<file path="config.mk">
export PLATFORM = sky130hd
export DESIGN_NAME = vtx_cfg_seq
export DESIGN_NICKNAME = d
export VERILOG_FILES = /design/src/rtl/vtx_cfg_pkg.sv /design/src/rtl/vtx_qtr_tick.sv /design/src/rtl/vtx_wr_engine.sv /design/src/rtl/vtx_cfg_ctrl.sv /design/src/rtl/vtx_cfg_seq.sv
export SDC_FILE = /design/constraint.sdc
export NUM_CORES = 1
export LEC_CHECK = 0
export BUFFER_PORTS_ARGS = -buffer_cell sky130_fd_sc_hd__buf_4
export CORE_MARGIN = 2
export CORE_UTILIZATION = 30
export DETAILED_ROUTE_END_ITERATION = 10
export GPL_ROUTABILITY_DRIVEN = 0
export PLACE_DENSITY_LB_ADDON = 0.05
export REMOVE_ABC_BUFFERS = 1
export SLEW_MARGIN = 10
export SYNTH_ARGS = -nofsm -noshare
export SYNTH_HDL_FRONTEND = slang
export SYNTH_HIERARCHICAL = 1
export SYNTH_SLANG_ARGS = --single-unit
</file>
<file path="constraint.sdc">
create_clock -name clk -period 6.1 [get_ports clk]
set_clock_uncertainty 0.1 [all_clocks]
set_input_delay 0.61 -clock clk [delete_from_list [all_inputs] [get_ports clk]]
set_output_delay 0.61 -clock clk [all_outputs]
set_load 0.02 [all_outputs]
</file>
<file path="src/rtl/vtx_cfg_pkg.sv">
package vtx_cfg_pkg;

  typedef struct packed {
    logic [7:0] reg_addr;
    logic [7:0] value;
  } reg_wr_t;

  typedef enum logic [1:0] {
    PH_IDLE  = 2'd0,
    PH_START = 2'd1,
    PH_BITS  = 2'd2,
    PH_STOP  = 2'd3
  } phase_t;

  localparam int unsigned BOOT_LEN = 5;

  // Power-up script: register / value pairs, played in index order.
  function automatic reg_wr_t boot_entry(input logic [2:0] idx);
    reg_wr_t e;
    case (idx)
      3'd0:    e = '{reg_addr: 8'h49, value: 8'hC0};
      3'd1:    e = '{reg_addr: 8'h21, value: 8'h09};
      3'd2:    e = '{reg_addr: 8'h33, value: 8'h08};
      3'd3:    e = '{reg_addr: 8'h34, value: 8'h16};
      default: e = '{reg_addr: 8'h36, value: 8'h60};
    endcase
    return e;
  endfunction

endpackage

</file>
<file path="src/rtl/vtx_qtr_tick.sv">
module vtx_qtr_tick #(
  parameter int unsigned QTR_DIV = 4
) (
  input  logic clk,
  input  logic rst_n,
  output logic tick
);
  localparam int unsigned CW = (QTR_DIV > 1) ? $clog2(QTR_DIV) : 1;
  localparam logic [CW-1:0] LAST = CW'(QTR_DIV - 1);

  logic [CW-1:0] cnt_q, cnt_d;

  always_comb begin
    tick  = (cnt_q == LAST);
    cnt_d = tick ? '0 : cnt_q + 1'b1;
  end

  always_ff @(posedge clk or negedge rst_n) begin
    if (!rst_n) cnt_q <= '0;
    else        cnt_q <= cnt_d;
  end
endmodule

</file>
<file path="src/rtl/vtx_wr_engine.sv">
module vtx_wr_engine
  import vtx_cfg_pkg::*;
#(
  parameter logic [6:0] SLAVE_ADDR = 7'h76
) (
  input  logic    clk,
  input  logic    rst_n,
  input  logic    tick,
  input  logic    go,
  input  reg_wr_t wr,
  input  logic    sda_i,
  output logic    busy,
  output logic    done,
  output logic    nack,
  output logic    scl_t,
  output logic    sda_t
);
  localparam int unsigned CELL       = 9;
  localparam int unsigned FRAME_BITS = 3 * CELL;
  localparam int unsigned IW         = $clog2(FRAME_BITS);
  localparam logic [IW-1:0] LAST_IDX = IW'(FRAME_BITS - 1);

  phase_t                st_q, st_d;
  logic [1:0]            q_q, q_d;
  logic [IW-1:0]         idx_q, idx_d;
  logic [FRAME_BITS-1:0] frm_q, frm_d;
  logic                  nack_q, nack_d;
  logic                  done_q, done_d;
  logic                  ack_cell;
  logic                  cur_bit;

  always_comb begin
    ack_cell = ((idx_q == IW'(CELL - 1)) || (idx_q == IW'(2 * CELL - 1)) ||
                (idx_q == LAST_IDX));
    cur_bit  = frm_q[LAST_IDX - idx_q];
  end

  // next-state
  always_comb begin
    st_d   = st_q;
    q_d    = q_q;
    idx_d  = idx_q;
    frm_d  = frm_q;
    nack_d = nack_q;
    done_d = 1'b0;
    case (st_q)
      PH_IDLE: if (go) begin
        st_d   = PH_START;
        q_d    = 2'd0;
        nack_d = 1'b0;
        frm_d  = {SLAVE_ADDR, 1'b0, 1'b1, wr.reg_addr, 1'b1, wr.value, 1'b1};
      end
      PH_START: if (tick) begin
        q_d = q_q + 2'd1;
        if (q_q == 2'd3) begin
          st_d  = PH_BITS;
          idx_d = '0;
        end
      end
      PH_BITS: if (tick) begin
        q_d = q_q + 2'd1;
        if (q_q == 2'd3) begin
          if (ack_cell && sda_i) begin
            nack_d = 1'b1;
            st_d   = PH_STOP;
          end else if (idx_q == LAST_IDX) begin
            st_d = PH_STOP;
          end else begin
            idx_d = idx_q + 1'b1;
          end
        end
      end
      default: if (tick) begin
        q_d = q_q + 2'd1;
        if (q_q == 2'd3) begin
          st_d   = PH_IDLE;
          done_d = 1'b1;
        end
      end
    endcase
  end

  always_ff @(posedge clk or negedge rst_n) begin
    if (!rst_n) begin
      st_q   <= PH_IDLE;
      q_q    <= 2'd0;
      idx_q  <= '0;
      frm_q  <= '0;
      nack_q <= 1'b0;
      done_q <= 1'b0;
    end else begin
      st_q   <= st_d;
      q_q    <= q_d;
      idx_q  <= idx_d;
      frm_q  <= frm_d;
      nack_q <= nack_d;
      done_q <= done_d;
    end
  end

  // line decode: quarters 0,1 SCL low, 2,3 SCL released
  always_comb begin
    case (st_q)
      PH_IDLE:  begin scl_t = 1'b1;      sda_t = 1'b1;          end
      PH_START: begin scl_t = 1'b1;      sda_t = (q_q < 2'd2);  end
      PH_BITS:  begin scl_t = q_q[1];    sda_t = cur_bit;       end
      default:  begin scl_t = q_q[1];    sda_t = (q_q == 2'd3); end
    endcase
    busy = (st_q != PH_IDLE);
    done = done_q;
    nack = nack_q;
  end

  // inside the bit cells, data is steady while the clock is high
  a_r4_sda_steady_scl_high: assert property (@(posedge clk) disable iff (!rst_n)
    (st_q == PH_BITS && $past(st_q) == PH_BITS && scl_t && $past(scl_t)) |-> $stable(sda_t));

  // every launch from the sequencer lands on an idle engine
  a_r2_go_only_idle: assert property (@(posedge clk) disable iff (!rst_n)
    go |-> (st_q == PH_IDLE));

endmodule

</file>
<file path="src/rtl/vtx_cfg_ctrl.sv">
module vtx_cfg_ctrl
  import vtx_cfg_pkg::*;
(
  input  logic        clk,
  input  logic        rst_n,
  input  logic        cmd_wr,
  input  logic [31:0] cmd_wdata,
  output logic [31:0] cmd_rdata,
  input  logic        eng_busy,
  input  logic        eng_done,
  input  logic        eng_nack,
  output logic        go,
  output reg_wr_t     wr,
  output logic        cfg_done,
  output logic        bus_err
);
  localparam logic [2:0] LAST_BOOT = 3'(BOOT_LEN - 1);

  logic [2:0] bidx_q, bidx_d;
  logic       booted_q, booted_d;
  logic       infl_q, infl_d;
  logic       hstart_q, hstart_d;
  logic [7:0] hreg_q, hreg_d;
  logic [7:0] hdat_q, hdat_d;
  logic       err_q, err_d;

  always_comb begin
    go = !infl_q && !eng_busy && (!booted_q || hstart_q);
    wr = booted_q ? '{reg_addr: hreg_q, value: hdat_q} : boot_entry(bidx_q);
  end

  // next-state
  always_comb begin
    bidx_d   = bidx_q;
    booted_d = booted_q;
    infl_d   = infl_q;
    hstart_d = hstart_q;
    hreg_d   = hreg_q;
    hdat_d   = hdat_q;
    err_d    = err_q;
    if (go) infl_d = 1'b1;
    if (eng_done) begin
      infl_d = 1'b0;
      if (eng_nack) err_d = 1'b1;
      if (!booted_q) begin
        bidx_d = bidx_q + 3'd1;
        if (bidx_q == LAST_BOOT) booted_d = 1'b1;
      end else begin
        hstart_d = 1'b0;
      end
    end
    if (cmd_wr && !hstart_q) begin
      hstart_d = cmd_wdata[31];
      hreg_d   = cmd_wdata[15:8];
      hdat_d   = cmd_wdata[7:0];
    end
  end

  always_ff @(posedge clk or negedge rst_n) begin
    if (!rst_n) begin
      bidx_q   <= 3'd0;
      booted_q <= 1'b0;
      infl_q   <= 1'b0;
      hstart_q <= 1'b0;
      hreg_q   <= 8'd0;
      hdat_q   <= 8'd0;
      err_q    <= 1'b0;
    end else begin
      bidx_q   <= bidx_d;
      booted_q <= booted_d;
      infl_q   <= infl_d;
      hstart_q <= hstart_d;
      hreg_q   <= hreg_d;
      hdat_q   <= hdat_d;
      err_q    <= err_d;
    end
  end

  always_comb begin
    cmd_rdata = {hstart_q, 15'd0, hreg_q, hdat_q};
    cfg_done  = booted_q;
    bus_err   = err_q;
  end

  // ready never drops once raised
  a_r3_done_holds: assert property (@(posedge clk) disable iff (!rst_n)
    cfg_done |=> cfg_done);

  // the start flag falls only when the engine reports a finished frame
  a_r6_start_clears_on_done: assert property (@(posedge clk) disable iff (!rst_n)
    $fell(cmd_rdata[31]) |-> $past(eng_done));

  // error flag is sticky
  a_r8_err_sticky: assert property (@(posedge clk) disable iff (!rst_n)
    bus_err |=> bus_err);

  // reserved bits written as ones never show up on read-back
  a_r5_rsvd_zero: assert property (@(posedge clk) disable iff (!rst_n)
    (cmd_wr && (cmd_wdata[30:16] != 15'd0)) |=> (cmd_rdata[30:16] == 15'd0));

endmodule

</file>
<file path="src/rtl/vtx_cfg_seq.sv">
module vtx_cfg_seq
  import vtx_cfg_pkg::*;
#(
  parameter logic [6:0]  SLAVE_ADDR = 7'h76,
  parameter int unsigned QTR_DIV    = 4,
  parameter bit          DVI_MODE   = 1'b1,
  parameter bit          LINK_EN    = 1'b1
) (
  input  logic        clk,
  input  logic        rst_n,
  input  logic        cmd_wr,
  input  logic [31:0] cmd_wdata,
  output logic [31:0] cmd_rdata,
  output logic        cfg_done,
  output logic        bus_err,
  output logic        scl_o,
  input  logic        scl_i,
  output logic        scl_t,
  output logic        sda_o,
  input  logic        sda_i,
  output logic        sda_t
);
  assign scl_o = 1'b0;
  assign sda_o = 1'b0;

  generate
    if (DVI_MODE && LINK_EN) begin : g_loader
      logic    tick, go, eng_busy, eng_done, eng_nack;
      reg_wr_t wr;

      vtx_qtr_tick #(.QTR_DIV(QTR_DIV)) u_tick (
        .clk(clk), .rst_n(rst_n), .tick(tick));

      vtx_cfg_ctrl u_ctrl (
        .clk(clk), .rst_n(rst_n), .cmd_wr(cmd_wr), .cmd_wdata(cmd_wdata),
        .cmd_rdata(cmd_rdata), .eng_busy(eng_busy), .eng_done(eng_done),
        .eng_nack(eng_nack), .go(go), .wr(wr), .cfg_done(cfg_done),
        .bus_err(bus_err));

      vtx_wr_engine #(.SLAVE_ADDR(SLAVE_ADDR)) u_eng (
        .clk(clk), .rst_n(rst_n), .tick(tick), .go(go), .wr(wr),
        .sda_i(sda_i), .busy(eng_busy), .done(eng_done), .nack(eng_nack),
        .scl_t(scl_t), .sda_t(sda_t));

      // a clock line this block pulls low reads low (no other master)
      a_r4_scl_pulled_low: assert property (@(posedge clk) disable iff (!rst_n)
        !scl_t |-> !scl_i);
    end else begin : g_bypass
      assign cmd_rdata = 32'd0;
      assign cfg_done  = 1'b1;
      assign bus_err   = 1'b0;
      assign scl_t     = 1'b1;
      assign sda_t     = 1'b1;
    end
  endgenerate

endmodule

</file>
==> run summary <==
max-slew violations = 0
unrepaired setup endpoints after global routing = no
Least-Margin Pin Slew = 1.04 ns
worst vdd ir = 0.0000821 V
vias in the first global route = 2182
CP endpoint kind = output pin
initial antenna violation count = 0
outcome = complete, no violations
clk_lat worst skew = 0.31 ns
clock slew at reported path FFs = 0.10 ns
CTS tree = built
Die Wd = 107 um
Distinct cells, synth = 55
Ports = 75
Post-Syn Area per Cell = 10.8 um2
DRC = 0
PwrDens = 205 mW/mm2
cts hold-fix bufs = 0
post-synthesis async set-or-reset flop share = 1.00
DR vias = 2167
synthesized area = 0.00318 mm2
Reg2Reg Setup Slack = 3.50 ns
area grow syn2layout = 12.5%
count of final setup violators = 0
setup TNS = 0 ns
Tot Pwr = 732 uW
Crit-path slowest cell = dfrtp_1
critical path class = reg2out
Clock Path Buffers = 2
Critical Path Source Type = register
H-tree lvl count = 2
Post-synth EDFFs = 0
DP Worst Slack = 2.75 ns
post-synth top area share = 0.417
nets = 376
TritonCTS Buffers = 5
die area = 0.0115 mm2
Final Hold Fails = 0
Slew headroom = 0.302
share of cells above drive strength 1 = 0.287
first drt pass iteration count = 4
post-CTS sizing = 0
Sink Count = 53
core area = 0.0103 mm2
DRT iter0 DRCs = 79
grt ovf = 0
Area contributors post-synth = dfrtp_1 (42%), mux2_2 (8.1%), ha_1 (5.9%), mux2_4 (4.7%), buf_4 (4.2%)
Die Y = 107 um
row cnt = 37
post-layout minimum cycle time = 3.65 ns
maximum clock frequency = 0.274 GHz
Vias/cell = 4.71
Max Cap Viol = 0
Tcrit/Tclk final = 0.598
launching point of the worst reg2reg path = g_loader.u_eng/st_q[0]$_DFFE_PN0P_
post-synth top area cell = dfrtp_1
post-CTS setup buffers = 0
Leakage = 1.74 nW
CP arrival = 2.94 ns
All-Layer GR Usage = 0.122
Max stage delay on crit path = 0.91 ns
Initial Util = 0.308
Seq/Total Area, Yosys = 0.417
Yosys warnings = 6
worst min path class = in2async
clock root cell = clkbuf_8
Port Buffers = 41
reg2reg path depth = 6
Worst R2R End = g_loader.u_eng/frm_q[3]$_DFFE_PN0P_
ys flop type = dfrtp_1
wire length of the first global-routing pass = 11100 um
CP Max Fanout = 20
final wirelength = 6690 um
synthesized flop and latch total = 53
cells after synthesis = 295
detailed-route wire length per cell = 14.5 um
largest net degree at the start of global routing = 54
Detail Route Antenna Nets = 0
HPWL after DPL = 4720 um
number of antenna diodes = 0
most frequent cell after synthesis = dfrtp_1
WP data required = 5.39 ns
WP buf/inv = 2
Post-synth top cells = dfrtp_1 (53), mux2_2 (23), nand2_1 (23)
final worst slack = 2.45 ns
crit-path cells = inv_2, ha_1, mux4_2, mux2i_1, a21oi_1, o31a_1, buf_4
Top delay family on crit path = flip-flops
==> placed cells by master (no fill, tap or decap), types with 9 or more instances in the layout <==
cell type  synthesis  layout
conb_1             2      17
ha_1              15      15
dfrtp_1           53      53
mux2_4            10      10
mux2i_1            9       9
nor2_1            16      16
o21ai_0           11      11
buf_4             18      42
inv_1             12      12
nand2_1           23      23
mux2_2            23      23
a21oi_1           11      11
==> through the flow <==
step	area, um2	hold WS [ns]	std cells	utilization
6_report	3580	0.244	460	0.347
5_1_grt	3580	0.293	460	0.347
4_1_cts	3580	0.266	460	0.347
3_5_place_dp	3490	0.328	453	0.338
3_3_place_gp	3490	0.314	453	0.338
2_1_floorplan	3010	0.214	275	-
==> power by group <==
part	switching, mW	total, mW	internal [mW]
sequential	0.0220	0.397	0.375
combinational	0.0640	0.127	0.0630
clock	0.118	0.208	0.0902
==> final cells by class <==
cell class	instances	area, um2
Inverter	14	52.6
Clock inverter	1	7.51
Fill cell	1082	6740
Tap cell	136	170
Sequential cell	53	1330
Multi-Input combinational cell	208	1630
Timing Repair Buffer	42	315
Clock buffer	6	82.6
==> cell families (layout without fill, tap and decap cells) <==
kind of cell,count (synthesis),in the layout,synth area share
flops,53,53,0.417
compound gates,54,54,0.119
fa+ha+maj,15,15,0.0589
buf+inv,49,63,0.0904
mux,47,47,0.189
xor+xnor,4,4,0.0110
simple gates,71,71,0.114
other cells,2,17,0.00236
==> registers in the layout, indices dropped and copies added, names as in the netlist <==
signal and cells:
g_loader.u_tick/cnt_q 2, g_loader.u_ctrl/bus_err 1, g_loader.u_ctrl/infl_q 1, g_loader.u_ctrl/bidx_q 3
g_loader.u_eng/nack 1, g_loader.u_eng/idx_q 5, g_loader.u_ctrl/hstart_q 1, g_loader.u_eng/q_q 2
g_loader.u_eng/st_q 2, g_loader.u_ctrl/cfg_done 1, g_loader.u_eng/frm_q 17, g_loader.u_ctrl/hreg_q 8
g_loader.u_eng/done 1, g_loader.u_ctrl/hdat_q 8
==> worst register-to-register path, cell delays in order, from the launching register on <==
cell,delay (ns)
dfrtp_1,0.43
inv_1,0.09
ha_1,0.32
inv_1,0.13
nor3_1,0.39
nand2_1,0.56
mux2_2,0.46
==> per-layer routing <==
| layer | GRT usage | routed length [um] | vias up |
|---|---|---|---|
| li1 | - | - | 1051 |
| met2 | 0.201 | 3200 | 39 |
| met5 | 0 | 0 | - |
| met3 | 0.0188 | 188 | 4 |
| met4 | 0.0334 | 59 | 0 |
| met1 | 0.165 | 3240 | 1073 |
==> how the worst max path moves through the flow <==
stage	depth (start not counted)	slack (ns)	end	from
final	7	2.45	sda_t	g_loader.u_eng/idx_q[0]$_DFFE_PN0P_
after global routing	7	2.25	sda_t	g_loader.u_eng/idx_q[0]$_DFFE_PN0P_
after CTS	7	2.38	sda_t	g_loader.u_eng/idx_q[0]$_DFFE_PN0P_
after detailed placement	7	2.75	sda_t	g_loader.u_eng/idx_q[0]$_DFFE_PN0P_
after global placement	7	2.78	sda_t	g_loader.u_eng/idx_q[0]$_DFFE_PN0P_
after floorplan	5	3.35	sda_t	g_loader.u_eng/idx_q[0]$_DFFE_PN0P_
Note: power is estimated with default switching activity, not from simulation.
